## src/rtl/dmiac_pkg.sv

```systemverilog
package dmiac_pkg;
   typedef enum logic [1:0] {
      DOP_NOP   = 2'd0,
      DOP_READ  = 2'd1,
      DOP_WRITE = 2'd2,
      DOP_RSVD  = 2'd3
   } dop_e;

   typedef enum logic [1:0] {
      DST_OK   = 2'd0,
      DST_RSVD = 2'd1,
      DST_FAIL = 2'd2,
      DST_BUSY = 2'd3
   } dst_e;

   localparam int CSR_W        = 32;
   localparam int CSR_CLR_BIT  = 16;
   localparam int CSR_HARD_BIT = 17;
   localparam int CSR_VERSION  = 1;
endpackage

```

## src/rtl/dmiac_scanreg.sv

```systemverilog
module dmiac_scanreg #(
   parameter int W      = 32,
   parameter int TAP_LO = 0,
   parameter int TAP_HI = W - 1
) (
   input  logic                     clk,
   input  logic                     rst_n,
   input  logic                     load_i,
   input  logic [W-1:0]             load_val_i,
   input  logic                     shift_i,
   input  logic                     tdi_i,
   output logic [TAP_HI-TAP_LO:0]   q_o,
   output logic                     tdo_o
);
   logic [W-1:0] sr;

   if (W < 2) begin : g_bad_w
      $error("dmiac_scanreg: W must be at least 2");
   end
   if (TAP_LO < 0 || TAP_HI >= W || TAP_HI < TAP_LO) begin : g_bad_tap
      $error("dmiac_scanreg: tap range outside register");
   end

   always_ff @(posedge clk or negedge rst_n) begin
      if (!rst_n)       sr <= '0;
      else if (load_i)  sr <= load_val_i;
      else if (shift_i) sr <= {tdi_i, sr[W-1:1]};
   end

   assign q_o   = sr[TAP_HI:TAP_LO];
   assign tdo_o = sr[0];
endmodule

```

## src/rtl/dmiac_link.sv

```systemverilog
module dmiac_link #(
   parameter int ABITS  = 7,
   parameter int DATA_W = 32
) (
   input  logic              clk,
   input  logic              rst_n,
   input  logic              issue_i,
   input  logic              issue_write_i,
   input  logic [ABITS-1:0]  issue_addr_i,
   input  logic [DATA_W-1:0] issue_data_i,
   input  logic              abandon_i,
   output logic              req_valid_o,
   input  logic              req_ready_i,
   output logic              req_write_o,
   output logic [ABITS-1:0]  req_addr_o,
   output logic [DATA_W-1:0] req_wdata_o,
   input  logic              rsp_valid_i,
   input  logic [DATA_W-1:0] rsp_rdata_i,
   input  logic              rsp_err_i,
   output logic              outstanding_o,
   output logic              rsp_err_o,
   output logic [DATA_W-1:0] last_data_o
);
   logic waiting;
   logic rsp_taken;

   assign rsp_taken = waiting && rsp_valid_i && !abandon_i;

   always_ff @(posedge clk or negedge rst_n) begin
      if (!rst_n) begin
         req_valid_o <= 1'b0;
         req_write_o <= 1'b0;
         req_addr_o  <= '0;
         req_wdata_o <= '0;
         waiting     <= 1'b0;
         last_data_o <= '0;
      end else if (abandon_i) begin
         req_valid_o <= 1'b0;
         waiting     <= 1'b0;
      end else if (issue_i) begin
         req_valid_o <= 1'b1;
         req_write_o <= issue_write_i;
         req_addr_o  <= issue_addr_i;
         req_wdata_o <= issue_data_i;
      end else begin
         if (req_valid_o && req_ready_i) begin
            req_valid_o <= 1'b0;
            waiting     <= 1'b1;
         end
         if (rsp_taken) begin
            waiting     <= 1'b0;
            last_data_o <= rsp_rdata_i;
         end
      end
   end

   assign outstanding_o = req_valid_o || waiting;
   assign rsp_err_o     = rsp_taken && rsp_err_i;

   // request fields stay steady until accepted
   a_r2_req_hold: assert property (@(posedge clk) disable iff (!rst_n)
      (req_valid_o && !req_ready_i && !abandon_i)
      |=> (req_valid_o && $stable(req_addr_o) && $stable(req_wdata_o) && $stable(req_write_o)));

   // hard reset withdraws a pending request
   a_r8_abandon_drop: assert property (@(posedge clk) disable iff (!rst_n)
      abandon_i |=> !req_valid_o && !outstanding_o);
endmodule

```

## src/rtl/dmiac_sticky.sv

```systemverilog
module dmiac_sticky
   import dmiac_pkg::*;
(
   input  logic clk,
   input  logic rst_n,
   input  logic set_busy_i,
   input  logic set_err_i,
   input  logic clear_i,
   output dst_e status_o
);
   always_ff @(posedge clk or negedge rst_n) begin
      if (!rst_n)                 status_o <= DST_OK;
      else if (clear_i)           status_o <= DST_OK;
      else if (status_o == DST_OK) begin
         if (set_busy_i)          status_o <= DST_BUSY;
         else if (set_err_i)      status_o <= DST_FAIL;
      end
   end

   // busy stays until explicitly cleared
   a_r4_busy_sticky: assert property (@(posedge clk) disable iff (!rst_n)
      (status_o == DST_BUSY && !clear_i) |=> status_o == DST_BUSY);

   // an error code is also sticky
   a_r5_err_sticky: assert property (@(posedge clk) disable iff (!rst_n)
      (status_o == DST_FAIL && !clear_i) |=> status_o == DST_FAIL);

   // clear returns to success
   a_r7_clear: assert property (@(posedge clk) disable iff (!rst_n)
      clear_i |=> status_o == DST_OK);
endmodule

```

## src/rtl/dmi_access_ctrl.sv

```systemverilog
module dmi_access_ctrl
   import dmiac_pkg::*;
#(
   parameter int ABITS     = 7,
   parameter int DATA_W    = 32,
   parameter int IDLE_HINT = 1
) (
   input  logic              clk,
   input  logic              rst_n,
   input  logic              acc_sel_i,
   input  logic              capture_i,
   input  logic              shift_i,
   input  logic              update_i,
   input  logic              tdi_i,
   output logic              tdo_o,
   output logic              req_valid_o,
   input  logic              req_ready_i,
   output logic              req_write_o,
   output logic [ABITS-1:0]  req_addr_o,
   output logic [DATA_W-1:0] req_wdata_o,
   input  logic              rsp_valid_i,
   input  logic [DATA_W-1:0] rsp_rdata_i,
   input  logic              rsp_err_i
);
   localparam int OP_W    = 2;
   localparam int DATA_LO = OP_W;
   localparam int ADDR_LO = DATA_LO + DATA_W;
   localparam int ACC_W   = ADDR_LO + ABITS;

   if (DATA_W != 32) begin : g_bad_data
      $error("dmi_access_ctrl: version 1 fixes the data field at 32 bits");
   end
   if (ABITS < 1 || ABITS > 63) begin : g_bad_abits
      $error("dmi_access_ctrl: ABITS must fit the 6-bit width field");
   end
   if (IDLE_HINT < 0 || IDLE_HINT > 7) begin : g_bad_idle
      $error("dmi_access_ctrl: IDLE_HINT must fit 3 bits");
   end

   logic acc_cap, acc_sft, acc_upd, csr_cap, csr_sft, csr_upd;
   assign acc_cap = capture_i &&  acc_sel_i;
   assign acc_sft = shift_i   &&  acc_sel_i;
   assign acc_upd = update_i  &&  acc_sel_i;
   assign csr_cap = capture_i && !acc_sel_i;
   assign csr_sft = shift_i   && !acc_sel_i;
   assign csr_upd = update_i  && !acc_sel_i;

   logic [ACC_W-1:0]  acc_q, acc_cap_val;
   logic [CSR_W-1:0]  csr_cap_val;
   logic [1:0]        csr_ctl;
   logic              acc_tdo, csr_tdo;
   dst_e              status;
   logic              outstanding, rsp_err;
   logic [DATA_W-1:0] last_data;

   dop_e acc_op;
   logic is_xfer, issue, set_busy, clear, abandon;

   assign acc_op   = dop_e'(acc_q[OP_W-1:0]);
   assign is_xfer  = (acc_op == DOP_READ) || (acc_op == DOP_WRITE);
   assign issue    = acc_upd && is_xfer && status == DST_OK && !outstanding;
   assign set_busy = acc_upd && is_xfer && status == DST_OK &&  outstanding;
   assign clear    = csr_upd && (|csr_ctl);
   assign abandon  = csr_upd && csr_ctl[1];

   assign acc_cap_val = {req_addr_o, last_data, status};

   always_comb begin
      csr_cap_val         = '0;
      csr_cap_val[3:0]    = 4'(CSR_VERSION);
      csr_cap_val[9:4]    = 6'(ABITS);
      csr_cap_val[11:10]  = status;
      csr_cap_val[14:12]  = 3'(IDLE_HINT);
   end

   dmiac_scanreg #(.W(ACC_W)) u_acc (
      .clk(clk), .rst_n(rst_n), .load_i(acc_cap), .load_val_i(acc_cap_val),
      .shift_i(acc_sft), .tdi_i(tdi_i), .q_o(acc_q), .tdo_o(acc_tdo)
   );

   dmiac_scanreg #(.W(CSR_W), .TAP_LO(CSR_CLR_BIT), .TAP_HI(CSR_HARD_BIT)) u_csr (
      .clk(clk), .rst_n(rst_n), .load_i(csr_cap), .load_val_i(csr_cap_val),
      .shift_i(csr_sft), .tdi_i(tdi_i), .q_o(csr_ctl), .tdo_o(csr_tdo)
   );

   dmiac_link #(.ABITS(ABITS), .DATA_W(DATA_W)) u_link (
      .clk(clk), .rst_n(rst_n),
      .issue_i(issue), .issue_write_i(acc_op == DOP_WRITE),
      .issue_addr_i(acc_q[ACC_W-1:ADDR_LO]), .issue_data_i(acc_q[ADDR_LO-1:DATA_LO]),
      .abandon_i(abandon),
      .req_valid_o(req_valid_o), .req_ready_i(req_ready_i), .req_write_o(req_write_o),
      .req_addr_o(req_addr_o), .req_wdata_o(req_wdata_o),
      .rsp_valid_i(rsp_valid_i), .rsp_rdata_i(rsp_rdata_i), .rsp_err_i(rsp_err_i),
      .outstanding_o(outstanding), .rsp_err_o(rsp_err), .last_data_o(last_data)
   );

   dmiac_sticky u_sticky (
      .clk(clk), .rst_n(rst_n), .set_busy_i(set_busy), .set_err_i(rsp_err),
      .clear_i(clear), .status_o(status)
   );

   assign tdo_o = acc_sel_i ? acc_tdo : csr_tdo;

   // nop and reserved ops never start a request
   a_r3_nop_quiet: assert property (@(posedge clk) disable iff (!rst_n)
      (acc_upd && !is_xfer && !req_valid_o) |=> !req_valid_o);

   // a nonzero status blocks new requests
   a_r6_sticky_block: assert property (@(posedge clk) disable iff (!rst_n)
      (status != DST_OK && !req_valid_o) |=> !req_valid_o);

   // transfer scanned while a request is pending raises busy
   a_r4_busy_on_collide: assert property (@(posedge clk) disable iff (!rst_n)
      (acc_upd && is_xfer && req_valid_o && status == DST_OK) |=> status == DST_BUSY);
endmodule

```

## config.mk

```make
export PLATFORM = sky130hd
export DESIGN_NAME = dmi_access_ctrl
export DESIGN_NICKNAME = d
export VERILOG_FILES = /design/src/rtl/dmiac_pkg.sv /design/src/rtl/dmiac_scanreg.sv /design/src/rtl/dmiac_link.sv /design/src/rtl/dmiac_sticky.sv /design/src/rtl/dmi_access_ctrl.sv
export SDC_FILE = /design/constraint.sdc
export NUM_CORES = 1
export LEC_CHECK = 0
export BUFFER_PORTS_ARGS = -buffer_cell sky130_fd_sc_hd__buf_2
export CORE_MARGIN = 2
export CORE_UTILIZATION = 25
export DETAILED_ROUTE_END_ITERATION = 8
export GPL_ROUTABILITY_DRIVEN = 1
export GPL_TIMING_DRIVEN = 0
export MAX_ROUTING_LAYER = met4
export PLACE_DENSITY_LB_ADDON = 0.15
export SETUP_SLACK_MARGIN = 0.1
export SLEW_MARGIN = 20
export SYNTH_ARGS = -nofsm -noshare
export SYNTH_HDL_FRONTEND = slang
export SYNTH_HIERARCHICAL = 1
export SYNTH_SLANG_ARGS = --single-unit
```

## constraint.sdc

```tcl
create_clock -name clk -period 5.6 [get_ports clk]
set_input_delay 0 -clock clk [delete_from_list [all_inputs] [get_ports clk]]
set_output_delay 0 -clock clk [all_outputs]
set_load 0.005 [all_outputs]
```

==> results of run 1 <==
## power by group through the flow
stage,registers [uW],clock network (uW),logic (uW)
floorplan,1610,0,502
finish,1660,1150,740
CTS,1660,1190,756
global placement,1670,0,707
global route,1710,1240,830
detailed placement,1680,0,732
## path summary, 6_finish.rpt
check | endpoint | slack, ns | depth (start not counted)
setup / recovery | u_link/req_addr_o[1] | 3.00 | 8
min in group asynchronous | u_link/req_write_o | 0.09 | 2
hold reg to reg | u_acc/q_o[26] | 0.49 | 2
hold / removal | u_link/waiting | 0.03 | 3
setup reg to reg | u_link/req_addr_o[1] | 3.00 | 8
max in group asynchronous | u_link/req_wdata_o[7] | 4.68 | 3
## area by class of cell
class                           count  area share [%]
Clock inverter                      9            1.55
Timing Repair Buffer              122            9.90
Multi-Input combinational cell    347            30.0
Sequential cell                   149            44.3
Tap cell                          330            4.91
Clock buffer                       20            5.43
Inverter                            4           0.178
Buffer                             35            3.79
## metrics by stage
step | area, um2 | setup slack (ns)
global placement | 7410 | 2.21
CTS | 8420 | 2.92
global route | 8420 | 2.82
detailed placement | 7450 | 2.94
finish | 8420 | 3.00
floorplan | 6580 | 3.53
## state kept, by name, indices dropped and copies added, names as in the netlist
signal              count
u_acc/q_o              41
u_csr/sr               32
u_link/last_data_o     32
u_link/req_addr_o       7
u_link/req_valid_o      1
u_link/req_wdata_o     32
u_link/req_write_o      1
u_link/waiting          1
u_sticky/status_o       2
## cells in the final DEF (no fill, tap or decap), types with 4 or more instances in the layout
cell,n
clkinvlp_4,4
clkbuf_16,17
mux2_2,72
nand2_1,73
conb_1,30
o21ai_1,67
buf_4,4
dlygate4sd3_1,38
a21oi_1,4
buf_6,5
buf_2,98
inv_1,4
buf_12,7
dfrtp_1,149
mux2i_1,73
## kinds of logic after synthesis
family | after synthesis | share of synthesized area (%)
muxes | 146 | 24.0
adders and majority gates | 1 | 0.193
other | 2 | 0.116
AOI/OAI and AO/OA | 78 | 6.24
DFF | 149 | 57.6
and+or+nand+nor | 92 | 6.72
buffers and inverters | 39 | 5.16
## what timing repair did
item | 4_1_cts | 5_1_grt
endpoints found under the setup margin | 0 | 0
hold endpoints to repair | 95 | 0
hold buffers | 38 | 0
## synth_stat cells, types with 2 or more instances
| cell | number | share of area [%] |
|---|---|---|
| and2_2 | 2 | 0.23 |
| buf_6 | 5 | 0.87 |
| nand2_1 | 73 | 4.2 |
| o21ai_1 | 67 | 5.2 |
| a21oi_1 | 4 | 0.31 |
| inv_1 | 4 | 0.23 |
| and2b_2 | 2 | 0.27 |
| conb_1 | 2 | 0.12 |
| clkbuf_1 | 2 | 0.12 |
| nor2_1 | 3 | 0.17 |
| o21ai_2 | 3 | 0.41 |
| buf_4 | 4 | 0.46 |
| buf_12 | 7 | 2.2 |
| o21ai_0 | 3 | 0.23 |
| mux2i_1 | 73 | 11 |
| buf_2 | 16 | 1.2 |
| and4b_1 | 2 | 0.31 |
| mux2_2 | 72 | 13 |
| dfrtp_1 | 149 | 58 |
## worst max-delay path, delay by kind of cell (launching register included)
kind / cells / cell delay, ns
adder cells (fa/ha/maj): 1 / 0.29
buffers and inverters: 3 / 0.55
flip-flops: 1 / 0.40
multiplexers: 1 / 0.38
AND/OR/NAND/NOR: 3 / 0.88
## per-layer routing
layer / part of all wire (%) / vias up / track usage (%)
li1: - / 2064 / -
met1: 47 / 2070 / 14.6
met2: 48 / 59 / 19.1
met3: 3.5 / 14 / 2.61
met4: 1.3 / 0 / 4.31
met5: 0 / - / -
==> flow_summary.yaml, run 1 <==
clock_network:
  clock_latency_ns: 0.42
  cts_setup_buffers: 0
  post_cts_resize_count: 0
  tritoncts_num_sinks: 149
  clkTransAtPathRegs_ns: 0.07
  cts_htree_levels: 4
  cts-root-to-sink-buffers: 2
  cts_made_buffers: 17
  tritoncts: "yes"
  clock-root-buffer: "clkbuf_16"
floorplanning:
  die_w_um: 165
  die_footprint_mm2: 0.0272
  design.core.area_mm2: 0.0253
  rows: 58
  design.portCount: 84
  starting_density_of_the_core_pct: 25.6
  die_height_um: 165
detailed_routing:
  vias_per_cell: 4.14
  routed_wirelength_um: 14600
  routed_length_per_instance_um: 14.4
  vias: 4207
  remaining_drc_errors: 0
  drt-pass1-iter-count: 4
  number_of_drc_violations_after_detailed_routing_iteration_0: 194
  final_antenna_net_count: 0
logic_synthesis:
  mappedNetlistArea_mm2: 0.00648
  ys_warn_count: 6
  synth.ff_latch_count: 149
  synth_edf_count: 0
  asyncSetResetFlopFracSynth_pct: 100
  avgSynthCellArea_um2: 12.8
  netlist_instances: 507
  synth_seq_area_share_pct: 57.6
  synth_flop_cell: "dfrtp_1"
  synth.lib_cells_used.distinct: 33
cells_and_area:
  layout.area.seq_mm2: 0.00373
  drive_gt1_share_pct: 33.5
  fin_cells: 1016
  layout.core_utilization_pct: 33.2
  area_growth_syn_to_layout_pct: 29.9
  nets_final: 719
  multiInputGateArea_mm2: 0.00252
  num_antenna_cells: 0
  fillers: 2533
worst_setup_path:
  critical-path-max-stage-delay_ns: 0.40
  crit_slowest_cell: "dfrtp_1"
  cp_data_required_time_ns: 5.90
  beginning_of_the_worst_register_to_register_path: "u_acc/q_o[0]"
  worstSetupStartpointType: "register"
  crit_fanout: 10
  cp.arrival_ns: 2.90
  timing.critical_path.to_type: "register"
  path_cells: "buf_4 > inv_1 > ha_1 > nor3_2 > and4b_1 > nor2b_1 > buf_2 > mux2_2"
  criticalPathCategory: "register to register"
  critPathLaunch: "u_acc/q_o[0]"
sta:
  layout_worst_path_cycle_share_pct: 46.5
  timing.clock.skew_ns: 0.0135
  hold_ws_ns: 0.0298
  tightestPinTransition_ns: 0.697
  timing.final.crit_period_ns: 2.60
  report.final.hold_viol_count: 0
  final_setup_violating_endpoints: 0
  setup_tns_ns: 0
  final-max-slew-violation-count: 0
  achievable-frequency_mhz: 384
  relative_max_transition_margin_pct: 53.5
  grt_setup_unrepaired: "false"
power:
  power_switching_uw: 983
  share_seq_of_total_power_pct: 46.7
  finalPower_uw: 3550
  comb_power_share_pct: 20.8
  irDropWorstVdd_mv: 0.175
  total_internal_power_uw: 2570
  clock_power_share_pct: 32.5
  switching_share_pct: 27.7
  p_per_area_mw_per_mm2: 422
  leakage_uw: 0.00396
status:
  status: "completed"
placed_design:
  place_inst: 949
  place_congestion: 0.672
  numPortBuffers: 83
  post-dp-hpwl_um: 9930
job:
  max-cap-violations: 0
global_route:
  initial_antenna_violation_count: 0
  grt_start_max_net_pins: 93
  grt_pass1_wl_um: 24000
  number_of_global_route_vias_before_repair: 4520
  grtUsageTotal_pct: 11.9
  globalRoute.totalOverflow: 0
hold_path:
  type_of_the_worst_min_delay_path: "primary input to register"
  worst_hold_startpoint: "update_i"
No activity file was read; power rests on OpenSTA's default activity.
==> inputs of run 2 (changes only) <==
==> constraint.sdc (replaced) <==
create_clock -name clk -period 2.4 [get_ports clk]
set_input_delay 0 -clock clk [delete_from_list [all_inputs] [get_ports clk]]
set_output_delay 0 -clock clk [all_outputs]
set_load 0.005 [all_outputs]
==> run 2 against run 1 <==
Worst hold slack gained 0.012 ns. Clock-buffer cell count did not move. Combinational power up 150%. Register-to-register slack worse by 2.8 ns. Final area up 1.8%. Sequential share of layout area decreased by 0.78 points. Critical path type unchanged.
==> flow_summary.yaml, run 2 (synthesis results as in run 1) <==
placed_design:
  place_congestion: 0.672
  numPortBuffers: 83
  post-dp-hpwl_um: 9930
  dpl_cell_area_mm2: 0.00745
worst_setup_path:
  criticalPathCategory: "register to register"
  worstSetupStartpointType: "register"
  beginning_of_the_worst_register_to_register_path: "u_acc/q_o[0]"
  timing.critical_path.to_type: "register"
  worst_r2r_path_depth: 10
  crit_fanout: 10
  rr_endpoint: "u_link/last_data_o[30]"
  reg2reg_slack_ns: 0.17
  cp_data_required_time_ns: 2.70
  cp.arrival_ns: 2.53
clock_network:
  tritoncts_num_sinks: 149
  cts_htree_levels: 4
  clkTransAtPathRegs_ns: 0.07
  clock_latency_ns: 0.42
  clock-root-buffer: "clkbuf_16"
  cts-root-to-sink-buffers: 2
  cts_made_buffers: 17
  tritoncts: "yes"
sta:
  timing.final.crit_period_ns: 2.23
  layout_worst_path_cycle_share_pct: 92.8
  relative_max_transition_margin_pct: 60.5
  report.final.hold_viol_count: 0
  setup_tns_ns: 0
  tightestPinTransition_ns: 0.593
  achievable-frequency_mhz: 449
  timing.clock.skew_ns: 0.0135
  final_setup_violating_endpoints: 0
  final-max-slew-violation-count: 0
  grt_setup_unrepaired: "true"
cells_and_area:
  nets_final: 725
  max_ffs_per_register: 41
  drive_gt1_share_pct: 34.4
  area_growth_syn_to_layout_pct: 32.2
  stdcell_area_mm2: 0.00857
  mostFrequentLayoutCell: "dfrtp_1"
  num_antenna_cells: 0
  top_library_cells_by_usage_in_the_layout_fill_and_taps_aside: "149 x dfrtp_1, 94 x buf_2, 73 x mux2i_1, 73 x nand2_1, 72 x mux2_2"
floorplanning:
  design.core.area_mm2: 0.0253
  die_w_um: 165
  design.portCount: 84
  starting_density_of_the_core_pct: 25.6
  die_height_um: 165
  die_footprint_mm2: 0.0272
  rows: 58
detailed_routing:
  routed_wirelength_um: 14600
  remaining_drc_errors: 0
  top_layer_used: "met4"
  wl_met2_um: 7100
  vias: 4238
  vias_per_cell: 4.15
  final_antenna_net_count: 0
  wl_met1_um: 6820
  met3_length_um: 519
  routed_length_per_instance_um: 14.3
  number_of_drc_violations_after_detailed_routing_iteration_0: 193
  drt-pass1-iter-count: 4
power:
  leakage_uw: 0.00401
  irDropWorstVdd_mv: 0.411
  p_per_area_mw_per_mm2: 978
job:
  max-cap-violations: 0
hold_path:
  type_of_the_worst_min_delay_path: "primary input to register"
  worst_hold_startpoint: "update_i"
  timing.hold.worst_path_depth: 4
  hold_path_end: "u_sticky/status_o[0]"
status:
  status: "completed"
global_route:
  globalRoute.totalOverflow: 0
  number_of_global_route_vias_before_repair: 4535
  grtUsageTotal_pct: 11.9
  initial_antenna_violation_count: 0
  grt_pass1_wl_um: 24100
  grt_start_max_net_pins: 93
## run 2: changes by cell type in the layout (fill, tap and decap cells not counted)
cell | previous run | this run
buf_12 | 7 | 13
buf_6 | 5 | 2
and4b_1 | 2 | 1
buf_8 | 1 | 4
nor2b_1 | 1 | 0
buf_2 | 98 | 94
nor2b_4 | 0 | 1
buf_4 | 4 | 8
and4b_2 | 0 | 1
## run 2: how the worst max path moves through the flow
stage	startpoint	endpoint	slack [ns]
after floorplan	u_acc/q_o[0]	u_link/req_addr_o[0]	0.33
after global placement	rst_n	u_link/req_wdata_o[22]	-0.99
after detailed placement	u_acc/q_o[0]	u_link/req_addr_o[6]	-0.26
after CTS	u_acc/q_o[0]	u_link/req_addr_o[6]	0.05
after global routing	u_acc/q_o[0]	u_link/last_data_o[17]	0.08
final	u_acc/q_o[0]	u_link/last_data_o[30]	0.17
## run 2: layout make-up
type	instances	area (um2)
buffer	35	390
clock buffer	20	457
clock inverter	9	130
fill	2521	16800
inverter	4	15.0
multi-input combinational	347	2530
sequential	149	3730
tap	330	413
timing repair buffer	128	903
## run 2: report_power, final
group	switching (uW)	internal [uW]	total [uW]	leakage (uW)
Clock	1020	1670	2690	0.000276
Sequential	538	3330	3870	0.00195
Combinational	747	1080	1820	0.00179
## run 2: worst max-delay path: stages (launching register included)
cell      delay (ns)
dfrtp_1         0.38
buf_4           0.12
inv_1           0.03
ha_1            0.28
nor3_2          0.05
and4b_2         0.24
nand2b_4        0.16
nor3b_4         0.20
buf_12          0.17
buf_8           0.15
mux2_2          0.34
## run 2: metal layers
layer | global-route usage, % | vias up
li1 | - | 2079
met1 | 14.6 | 2086
met2 | 19.3 | 59
met3 | 2.61 | 14
met4 | 4.31 | 0
met5 | - | -
## run 2: what timing repair did
item	CTS	global route
hold endpoints to repair	95	0
endpoints found under the setup margin	72	72
resized for setup	6	16
pin swaps	1	0
setup buffers	3	3
hold buffers	38	0
## run 2: stage by stage
| step | std cells | utilization (%) | worst slack (ns) | hold slack (ns) | total power [uW] |
|---|---|---|---|---|---|
| floorplan | 535 | - | 0.334 | -0.296 | 4920 |
| global placement | 948 | 29.3 | -0.993 | 0.233 | 5550 |
| detailed placement | 949 | 29.4 | -0.257 | -0.0273 | 5630 |
| CTS | 1019 | 33.4 | 0.0452 | 0.0217 | 8460 |
| global route | 1022 | 33.8 | 0.0808 | 0.0557 | 8920 |
| finish | 1022 | 33.8 | 0.173 | 0.0416 | 8380 |
==> inputs of run 3 (changes only) <==
--- a/config.mk
+++ b/config.mk
@@ -8,6 +8,7 @@
 export BUFFER_PORTS_ARGS = -buffer_cell sky130_fd_sc_hd__buf_2
 export CORE_MARGIN = 2
 export CORE_UTILIZATION = 25
+export CTS_BUF_LIST = sky130_fd_sc_hd__clkbuf_16
 export DETAILED_ROUTE_END_ITERATION = 8
 export GPL_ROUTABILITY_DRIVEN = 1
 export GPL_TIMING_DRIVEN = 0
==> run 3 against run 2 <==
Global-route usage about the same. Largest cell class unchanged. Utilization down 0.15 points. Critical path type unchanged. Combinational power about the same. Clock skew down 0.00088 ns. Worst hold slack worse by 0.0022 ns. Critical path depth unchanged. Highest routed layer unchanged. First-iteration DRC count up 3.6%. Via count down 0.12%. Sequential power about the same.
==> flow_summary.yaml, run 3 (synthesis results as in run 1) <==
worst_setup_path:
  timing.critical_path.to_type: "register"
  worstSetupStartpointType: "register"
  crit_path_end: "u_link/last_data_o[23]"
  rr_endpoint: "u_link/last_data_o[23]"
  cp_data_required_time_ns: 2.71
  reg2reg_slack_ns: 0.17
  worst_r2r_path_depth: 10
  beginning_of_the_worst_register_to_register_path: "u_acc/q_o[0]"
  cp.arrival_ns: 2.54
  critPathLaunch: "u_acc/q_o[0]"
  crit_fanout: 10
  criticalPathCategory: "register to register"
placed_design:
  dpl_cell_area_mm2: 0.00745
  pre_cts_ws_ns: -0.257
  place_congestion: 0.672
  post-dp-hpwl_um: 9930
  place_inst: 949
  numPortBuffers: 83
cells_and_area:
  mostFrequentLayoutCell: "dfrtp_1"
  nets_final: 724
  drive_gt1_share_pct: 34.0
  num_antenna_cells: 0
  max_ffs_per_register: 41
  fillers: 2527
  top_library_cells_by_usage_in_the_layout_fill_and_taps_aside: "149 x dfrtp_1, 94 x buf_2, 73 x mux2i_1, 73 x nand2_1, 72 x mux2_2"
  stdcell_area_mm2: 0.00853
  fin_cells: 1021
  area_growth_syn_to_layout_pct: 31.7
power:
  leakage_uw: 0.00400
  irDropWorstVdd_mv: 0.416
  p_per_area_mw_per_mm2: 973
detailed_routing:
  routed_wirelength_um: 14600
  drt-pass1-iter-count: 4
  remaining_drc_errors: 0
  routed_length_per_instance_um: 14.3
  vias_per_cell: 4.15
  vias: 4233
  final_antenna_net_count: 0
  number_of_drc_violations_after_detailed_routing_iteration_0: 200
hold_path:
  type_of_the_worst_min_delay_path: "primary input to register"
floorplanning:
  die_w_um: 165
  starting_density_of_the_core_pct: 25.6
  design.portCount: 84
  rows: 58
  design.core.area_mm2: 0.0253
  die_footprint_mm2: 0.0272
  die_height_um: 165
clock_network:
  cts_htree_levels: 4
  clock-root-buffer: "clkbuf_16"
  clock_latency_ns: 0.42
  tritoncts: "yes"
  cts_made_buffers: 17
  tritoncts_num_sinks: 149
  clkTransAtPathRegs_ns: 0.06
  cts-root-to-sink-buffers: 2
sta:
  tightestPinTransition_ns: 0.564
  timing.clock.skew_ns: 0.0126
  layout_setup_ws_ns: 0.168
  final-max-slew-violation-count: 0
  achievable-frequency_mhz: 448
  timing.final.crit_period_ns: 2.23
  grt_setup_unrepaired: "true"
  layout_worst_path_cycle_share_pct: 93.0
  relative_max_transition_margin_pct: 62.4
  final_setup_violating_endpoints: 0
  report.final.hold_viol_count: 0
global_route:
  number_of_global_route_vias_before_repair: 4537
  globalRoute.totalOverflow: 0
  grt_pass1_wl_um: 24100
  grtUsageTotal_pct: 11.9
  grt_start_max_net_pins: 93
  initial_antenna_violation_count: 0
job:
  max-cap-violations: 0
status:
  status: "completed"
## run 3: cell types whose count changed in the layout (fill, tap and decap cells not counted), sizes merged
| cell | delta |
|---|---|
| buf | -1 |
| clkbuf | -3 |
| clkinv | +2 |
| inv | +1 |
## run 3: per-stage QoR
stage               util [%]  TNS, ns  hold slack [ns]  power, uW
detailed placement      29.4   -14.56          -0.0273       5630
floorplan                  -        0           -0.296       4920
global route            33.7        0           0.0560       8850
global placement        29.3  -161.44            0.233       5550
finish                  33.7        0           0.0395       8300
CTS                     33.3  -0.0390           0.0229       8370
## run 3: per-layer routing
metal  vias to the layer above  track usage, %  part of all wire [%]
li1                       2082               -                     -
met1                      2071            14.7                    47
met2                        62            19.1                    48
met3                        18            2.61                   3.5
met4                         0            4.31                   1.6
met5                         -               -                     0
## run 3: timing repair
item,in CTS,in global routing
resized for setup,4,18
setup buffers,2,3
endpoints found under the hold margin,95,0
pin swaps,1,0
setup endpoints to repair,72,71
hold buffers,38,0
## run 3: worst min-delay path by stage
stage	startpoint	to	cells past startpoint
after CTS	update_i	u_sticky/status_o[0]	4
final	update_i	u_sticky/status_o[0]	4
after detailed placement	rst_n	u_link/waiting	1
after floorplan	rst_n	u_acc/q_o[0]	0
after global placement	rsp_rdata_i[2]	u_link/last_data_o[2]	2
after global routing	update_i	u_link/waiting	3
## run 3: final cells by class
type	instances	area (um2)	share of cell area, %
sequential	149	3730	43.7
multi-input combinational	347	2530	29.7
timing repair buffer	127	896	10.5
clock buffer	17	425	4.99
tap	330	413	4.84
buffer	35	380	4.46
clock inverter	12	141	1.66
inverter	4	15.0	0.176
## run 3: worst max-delay path, cell delays in order, from the launching register on
cell      delay, ns
dfrtp_1        0.38
buf_4          0.12
inv_1          0.03
ha_1           0.28
nor3_2         0.05
and4b_2        0.24
nand2b_4       0.16
nor3b_4        0.20
buf_12         0.16
buf_8          0.15
mux2_2         0.34
## run 3: where the power goes
group / internal, uW / switching, uW
registers: 3330 / 535
clock network: 1600 / 1020
logic: 1070 / 745
